--- src/rtl/pacf_pkg.sv ---
package pacf_pkg;
  typedef enum logic [1:0] {
    PF_NONE   = 2'd0,
    PF_MCHK   = 2'd1,
    PF_REGSP  = 2'd2,
    PF_IFETCH = 2'd3
  } pf_code_t;
endpackage

--- src/rtl/pacf_range_chk.sv ---
// Flags any address bit above the implemented physical width.
module pacf_range_chk #(
  parameter int IN_W   = 48,
  parameter int IMPL_W = 44
) (
  input  logic [IN_W-1:0] addr,
  output logic            over
);
  generate
    if (IN_W > IMPL_W) begin : g_hi
      assign over = |addr[IN_W-1:IMPL_W];
    end else begin : g_none
      assign over = 1'b0;
    end
  endgenerate
endmodule

--- src/rtl/pacf_io_decode.sv ---
// Decodes the uncached I/O window and the internal-register hole, and
// builds the I/O form of the address with the intermediate bits cleared.
module pacf_io_decode #(
  parameter int IN_W   = 48,
  parameter int UNC_BIT = 43,
  parameter int CLR_HI = 42,
  parameter int CLR_LO = 35,
  parameter int REG_HI = 42,
  parameter int REG_LO = 40
) (
  input  logic [IN_W-1:0] addr,
  output logic            io_space,
  output logic            reg_space,
  output logic [IN_W-1:0] io_addr
);
  assign io_space  = addr[UNC_BIT];
  assign reg_space = addr[UNC_BIT] & (&addr[REG_HI:REG_LO]);

  for (genvar i = 0; i < IN_W; i++) begin : g_bit
    if (i >= CLR_LO && i <= CLR_HI) begin : g_clr
      assign io_addr[i] = 1'b0;
    end else begin : g_keep
      assign io_addr[i] = addr[i];
    end
  end
endmodule

--- src/rtl/pa_cache_filter.sv ---
module pa_cache_filter #(
  parameter int IN_W    = 48,
  parameter int IMPL_W  = 44,
  parameter int CLR_HI  = 42,
  parameter int CLR_LO  = 35,
  parameter int REG_HI  = 42,
  parameter int REG_LO  = 40
) (
  input  logic            clk,
  input  logic            rst,
  input  logic            in_valid,
  input  logic [IN_W-1:0] in_addr,
  input  logic            in_fetch,
  output logic            out_valid,
  output logic [IN_W-1:0] out_addr,
  output logic            out_uncached,
  output logic [1:0]      out_fault
);
  import pacf_pkg::*;

  localparam int UNC_BIT = IMPL_W - 1;

  logic            over;
  logic            io_space;
  logic            reg_space;
  logic [IN_W-1:0] io_addr;

  pf_code_t        nx_fault;
  logic [IN_W-1:0] nx_addr;
  logic            nx_unc;

  pacf_range_chk #(.IN_W(IN_W), .IMPL_W(IMPL_W)) u_range (
    .addr (in_addr),
    .over (over)
  );

  pacf_io_decode #(
    .IN_W(IN_W), .UNC_BIT(UNC_BIT), .CLR_HI(CLR_HI), .CLR_LO(CLR_LO),
    .REG_HI(REG_HI), .REG_LO(REG_LO)
  ) u_io (
    .addr      (in_addr),
    .io_space  (io_space),
    .reg_space (reg_space),
    .io_addr   (io_addr)
  );

  // Priority: range fault, then register hole, then I/O marking.
  always_comb begin
    nx_fault = PF_NONE;
    nx_addr  = in_addr;
    nx_unc   = 1'b0;
    if (over) begin
      nx_fault = PF_MCHK;
    end else if (reg_space) begin
      nx_fault = PF_REGSP;
    end else if (io_space) begin
      nx_addr  = io_addr;
      nx_unc   = 1'b1;
      nx_fault = in_fetch ? PF_IFETCH : PF_NONE;
    end
  end

  always_ff @(posedge clk) begin
    if (rst) begin
      out_valid    <= 1'b0;
      out_addr     <= '0;
      out_uncached <= 1'b0;
      out_fault    <= PF_NONE;
    end else begin
      out_valid <= in_valid;
      if (in_valid) begin
        out_addr     <= nx_addr;
        out_uncached <= nx_unc;
        out_fault    <= nx_fault;
      end
    end
  end
endmodule

--- config.mk ---
export PLATFORM = sky130hd
export DESIGN_NAME = pa_cache_filter
export DESIGN_NICKNAME = d
export VERILOG_FILES = /design/src/rtl/pacf_pkg.sv /design/src/rtl/pacf_range_chk.sv /design/src/rtl/pacf_io_decode.sv /design/src/rtl/pa_cache_filter.sv
export SDC_FILE = /design/constraint.sdc
export NUM_CORES = 1
export LEC_CHECK = 0
export ABC_AREA = 1
export BUFFER_PORTS_ARGS = -buffer_cell sky130_fd_sc_hd__buf_2
export CAP_MARGIN = 20
export CORE_AREA = 2 2 50 99
export CTS_CLUSTER_SIZE = 16
export DETAILED_ROUTE_END_ITERATION = 16
export DIE_AREA = 0 0 52 101
export MAX_ROUTING_LAYER = met4
export PLACE_DENSITY = 0.75
export SYNTH_ARGS = -nofsm -noshare
export SYNTH_HDL_FRONTEND = slang
export SYNTH_SLANG_ARGS = --single-unit
--- constraint.sdc ---
create_clock -name clk -period 0.85 [get_ports clk]
set_input_delay 0.085 -clock clk [delete_from_list [all_inputs] [get_ports clk]]
set_output_delay 0.085 -clock clk [all_outputs]
set_load 0.1 [all_outputs]
==> summary.txt, run 1 <==
DR DRC count = 0
CP peak stage delay = 370 ps
critical path endpoint category = output port
area of the mapped netlist = 1860 µm²
final worst path period share = 1.10
WP data required = 760 ps
design area = 3720 µm²
Avg Cell Area, Syn = 7.66 µm²
Crit path arrival time = 850 ps
Via density = 5.11
top sig layer = met4
Initial Util = 0.412
leakage power = 1.67 nW
Max Fclk = 1070 MHz
max_cap viols = 0
core region area = 4510 µm²
met3 wire len = 505 µm
synthesis warning total = 0
Vert. Die Dim = 101 µm
Syn Inst Count = 243
Cell Area, Placed = 3480 µm²
TritonCTS clock tree = done
drt first-iter violations = 52
Placed Instances = 401
drt pass-1 iters = 4
RePlAce Congestion = 0.903
area leader, netlist = dfxtp_1
fin cells = 423
area grow syn2layout = 100%
Post-DP HPWL = 4450 µm
Routed Antenna Nets = 0
Ports = 104
clock-pin slew on the worst setup and hold paths = 90 ps
Tmin final = 937 ps
distinct cell type count of the synthesized netlist = 15
critical path's top delay family = flip-flops
register area share after synthesis = 0.560
RSZ-0062 raised after global routing = true
Final Max Tran Viols = 0
critical path's slowest cell = dfxtp_4
DR WL met2 = 3380 µm
FFs w/ async S/R, synth = 0
all-layer global routing usage = 0.271
CP bufs+invs = 1
clock sinks = 52
pin count of the biggest net entering global routing = 39
Yosys reg bits = 52
Hold Fails Final Rpt = 0
Post-synth EDFFs = 0
endpoints failing setup = 52
CTS Buf Count = 5
Cell Pwr Density = 1860 nW/µm²
Max IR drop VDD = 0.00163 V
Cell Rows = 35
Worst Path Max Fanout = 2
top cells by area, synth = dfxtp_1 (56%), nor2_1 (18%), o21ai_0 (11%)
slack of the critical path = -87.4 ps
Mapped Nets = 295
Root Buffer = clkbuf_8
failing checks = setup timing
synth cell count leaders = nor2_1 (90), dfxtp_1 (52), o21ai_0 (41), nand2_1 (26), o21ai_1 (6)
# H-tree levels = 2
# diodes = 0
grt ovf = 0
# port buffers = 103
Clock Skew = 0 ps
die area = 5250 µm²
count leader, synth = nor2_1
crit path cell chain = buf_12
final hold slack = 5.26 ps
Final nets = 419
CTS max path bufs = 2
antenna violations before repair = 0
Skew-Pair Late Insertion Delay = 300 ps
first-pass GRT wire length = 10400 µm
top-area cell type share of the netlist area = 0.560
Die X = 52 µm
Synth Flop Type = dfxtp_1
critical path class = reg2out
layout cells sized above 1 = 0.497
Post-Route M1 WL = 2460 µm
crit path launch type = flop
relative slew slack = 0.780
Least-Margin Pin Slew = 326 ps
final wirelength = 6480 µm
worst min-delay path class = in2reg
via count = 2162
status = finished, violations left
WL/cell = 15.3 µm
Core Util, Final = 0.826
vias in the first global route = 2209
## placed cells by master, fill, tap and decap left out, drive strengths merged
cell,n
nor2,90
bufinv,1
nand2,26
nor3,1
clkinv,1
o21ai,47
clkbuf,6
a21oi,3
nand4,1
dfxtp,52
nand3,5
inv,4
dlygate4sd3,11
buf,120
## where the power goes
group          total (W)  internal [W]  switching [W]
clock            0.00166      0.000874       0.000787
sequential       0.00274       0.00257       0.000176
combinational    0.00253      0.000908        0.00162
## timing repair
action,CTS,global route
setup buffers,2,1
endpoints found under the setup margin,52,55
resized for setup,0,3
endpoints found under the hold margin,12,0
pin swaps,0,2
hold buffers,11,0
## tightest hold or removal path: cells and delay by family
kind                   cells  cell delay, ps
buffers and inverters      1              80
and+or+nand+nor            2             120
## final cells by class
cell class	count	area, µm²
sequential	52	1230
clock buffer	6	72.6
timing repair buffer	131	1560
multi-input combinational	173	736
fill	245	787
tap	55	68.8
inverter	4	15.0
clock inverter	2	35.0
## stage by stage
step / total power (W) / setup TNS, ps / setup WS [ps]
4_1_cts: 0.00694 / -4460 / -96.0
3_3_place_gp: 0.00519 / -978 / -107
3_5_place_dp: 0.00525 / -2330 / -200
6_report: 0.00693 / -4040 / -87.4
5_1_grt: 0.00715 / -5060 / -108
2_1_floorplan: 0.00421 / -24.9 / -24.9
## cells by family after synthesis
family	count (synthesis)	share of synthesized area
flops	52	0.560
compound gates	50	0.134
simple gates	123	0.260
buf+inv	18	0.0464
## metal layers
metal / up-vias / track usage
met3: 15 / 0.0564
met5: - / -
li1: 1030 / -
met2: 119 / 0.445
met1: 998 / 0.318
met4: 0 / 0.103
## path summary, 6_finish.rpt
path	from	endpoint	slack, ps	cells past startpoint
setup / recovery	out_addr[40]	out_addr[40]	-90	1
hold / removal	in_addr[15]	out_addr[15]	5	3
setup reg to reg	out_addr[40]	out_addr[40]	10	5
hold reg to reg	out_addr[43]	out_addr[43]	500	2
## registers in the layout (all words and copies together), names as in the netlist
| name | cells |
|---|---|
| out_addr | 48 |
| out_fault | 2 |
| out_uncached | 1 |
| out_valid | 1 |
(Power assumes the default switching activity.)
==> inputs of run 2 (changes only) <==
--- a/config.mk
+++ b/config.mk
@@ -13,7 +13,7 @@
 export DETAILED_ROUTE_END_ITERATION = 16
 export DIE_AREA = 0 0 52 101
 export MAX_ROUTING_LAYER = met4
-export PLACE_DENSITY = 0.75
+export PLACE_DENSITY = 0.73
 export SYNTH_ARGS = -nofsm -noshare
 export SYNTH_HDL_FRONTEND = slang
 export SYNTH_SLANG_ARGS = --single-unit
==> constraint.sdc (replaced) <==
create_clock -name clk -period 0.85 [get_ports clk]
set_input_delay 0.1275 -clock clk [delete_from_list [all_inputs] [get_ports clk]]
set_output_delay 0.1275 -clock clk [all_outputs]
set_load 0.1 [all_outputs]
==> run 2 against run 1 <==
- the run still ends with setup timing left
- wire length fell by 9.4%
- count of clock-buffer cells in the layout fell by 1
- sequential share of layout area rose by 0.90 points
- power fell by 5.8%
- die area did not move
- via count fell by 5.8%
- cell count fell by 1.4%
- first-iteration DRC count fell by 12%
- hold slack improved by 45 ps
- fmax fell by 3.1%
==> summary.txt, run 2 (synthesis results as in run 1) <==
status = finished, violations left
failing checks = setup timing
leakage power = 1.64 nW (-2.1%)
Hold Fails Final Rpt = 0 (unchanged)
CP bufs+invs = 1 (unchanged)
core region area = 4510 µm² (unchanged)
# H-tree levels = 2 (unchanged)
Cell Area, Placed = 3510 µm² (+1.0%)
endpoints failing setup = 52 (unchanged)
area grow syn2layout = 94.4%
pin count of the biggest net entering global routing = 23 (-41%)
DP Worst Slack = -194 ps (+6.52 ps)
# port buffers = 103 (unchanged)
Final nets = 413 (-1.4%)
Tmin final = 968 ps (+30.4 ps)
WP data required = 720 ps (-40 ps)
layout cells sized above 1 = 0.517 (+0.0193)
Crit path arrival time = 840 ps (about the same)
drt first-iter violations = 46 (-12%)
relative slew slack = 0.802 (+0.0220)
crit path cell chain = buf_12
worst min-delay path class = in2reg
drt pass-1 iters = 4 (unchanged)
Cell Rows = 35 (unchanged)
Clock Skew = 0 ps (unchanged)
CTS Buf Count = 5 (unchanged)
all-layer global routing usage = 0.242 (-0.0293)
Routed Antenna Nets = 0 (unchanged)
critical path's top delay family = flip-flops
RePlAce Congestion = 0.883 (-2.2%)
Max Fclk = 1030 MHz (-3.1%)
commonest cells after routing, fill and taps aside = nor2_1 (90), buf_12 (54), buf_2 (51)
Post-CTS Hold Buffers = 0 (-11)
antenna violations before repair = 0 (unchanged)
biggest regs = out_addr: 48 flops, out_fault: 2 flops
Worst Path Max Fanout = 2 (unchanged)
design area = 3620 µm² (-2.9%)
Cell Pwr Density = 1800 nW/µm² (-3.0%)
clock sinks = 52 (unchanged)
max_cap viols = 0 (unchanged)
DR DRC count = 0 (unchanged)
commonest non-fill, non-tap cell in the layout = nor2_1
CP peak stage delay = 370 ps (about the same)
Ports = 104 (unchanged)
vias in the first global route = 2140 (-3.1%)
Least-Margin Pin Slew = 295 ps (-30.5 ps)
Final Max Tran Viols = 0 (unchanged)
critical path's slowest cell = dfxtp_4
final worst path period share = 1.14 (+0.0358)
clock-pin slew on the worst setup and hold paths = 90 ps (about the same)
slack of the critical path = -118 ps (-30.4 ps)
RSZ-0062 raised after global routing = true
critical path class = reg2out
Via density = 4.88 (-4.4%)
critical path endpoint category = output port
grt ovf = 0 (unchanged)
CTS max path bufs = 2 (unchanged)
Vert. Die Dim = 101 µm (unchanged)
Max IR drop VDD = 0.00154 V (-5.4%)
die area = 5250 µm² (unchanged)
fillers = 289 (+18%)
Biggest register = out_addr
# diodes = 0 (unchanged)
setup_tns = -5490 ps (-1450 ps)
Die X = 52 µm (unchanged)
first-pass GRT wire length = 9490 µm (-8.4%)
Root Buffer = clkbuf_8
Initial Util = 0.412 (unchanged)
crit path launch type = flop
Skew-Pair Late Insertion Delay = 290 ps (about the same)
final wirelength = 5870 µm (-9.4%)
TritonCTS clock tree = done
max reg flops = 48 (unchanged)
via count = 2037 (-5.8%)
Post-DP HPWL = 4670 µm (+5.1%)
final hold slack = 50.7 ps (+45.4 ps)
WL/cell = 14.1 µm (-8.0%)
## run 2: cell count changes in the layout (fill, tap and decap cells not counted), sizes merged
cell,change
bufinv,-1
dlygate4sd3,-11
clkbuf,-1
buf,+5
clkinv,+2
## run 2: layout make-up
class                   instances  area, µm²  share of cell area
clock buffers                   5       68.8              0.0190
repair buffers                125       1490               0.411
flip-flops and latches         52       1230               0.340
multi-input cells             173        733               0.203
inverters                       4       15.0             0.00415
well taps                      55       68.8              0.0190
clock inverters                 3       13.8             0.00380
## run 2: final timing paths
check | startpoint | endpoint | slack, ps | cells after the start
worst max-delay path | out_uncached | out_uncached | -120 | 1
worst min-delay path | in_addr[22] | out_addr[22] | 50 | 3
worst max register to register | out_fault[0] | out_fault[0] | 80 | 3
worst min register to register | out_addr[42] | out_addr[42] | 510 | 2
## run 2: per-layer routing
| metal | up-vias | share of wire | GRT usage |
|---|---|---|---|
| met3 | 11 | 0.079 | 0.0608 |
| met4 | 0 | 0.020 | 0.0789 |
| met2 | 102 | 0.54 | 0.418 |
| li1 | 1017 | - | - |
| met5 | - | 0 | - |
| met1 | 907 | 0.36 | 0.263 |
## run 2: metrics by stage
stage	utilization	total power [W]	cells
after global placement	0.779	0.00521	406
final	0.802	0.00653	417
after global routing	0.802	0.00679	417
after detailed placement	0.779	0.00527	406
after floorplan	-	0.00421	243
after CTS	0.800	0.00658	416
## run 2: report_power, final
group	switching (W)	internal (W)	total, W	leakage, nW
Sequential	0.000172	0.00257	0.00274	0.463
Clock	0.000751	0.000560	0.00131	0.0453
Combinational	0.00159	0.000886	0.00248	1.13
## run 2: timing repair
action                                  4_1_cts  5_1_grt
pin swaps                                     0        0
buffers inserted                              2        1
endpoints found under the setup margin       52       53
resized for setup                             0        1
hold endpoints to repair                      0        0
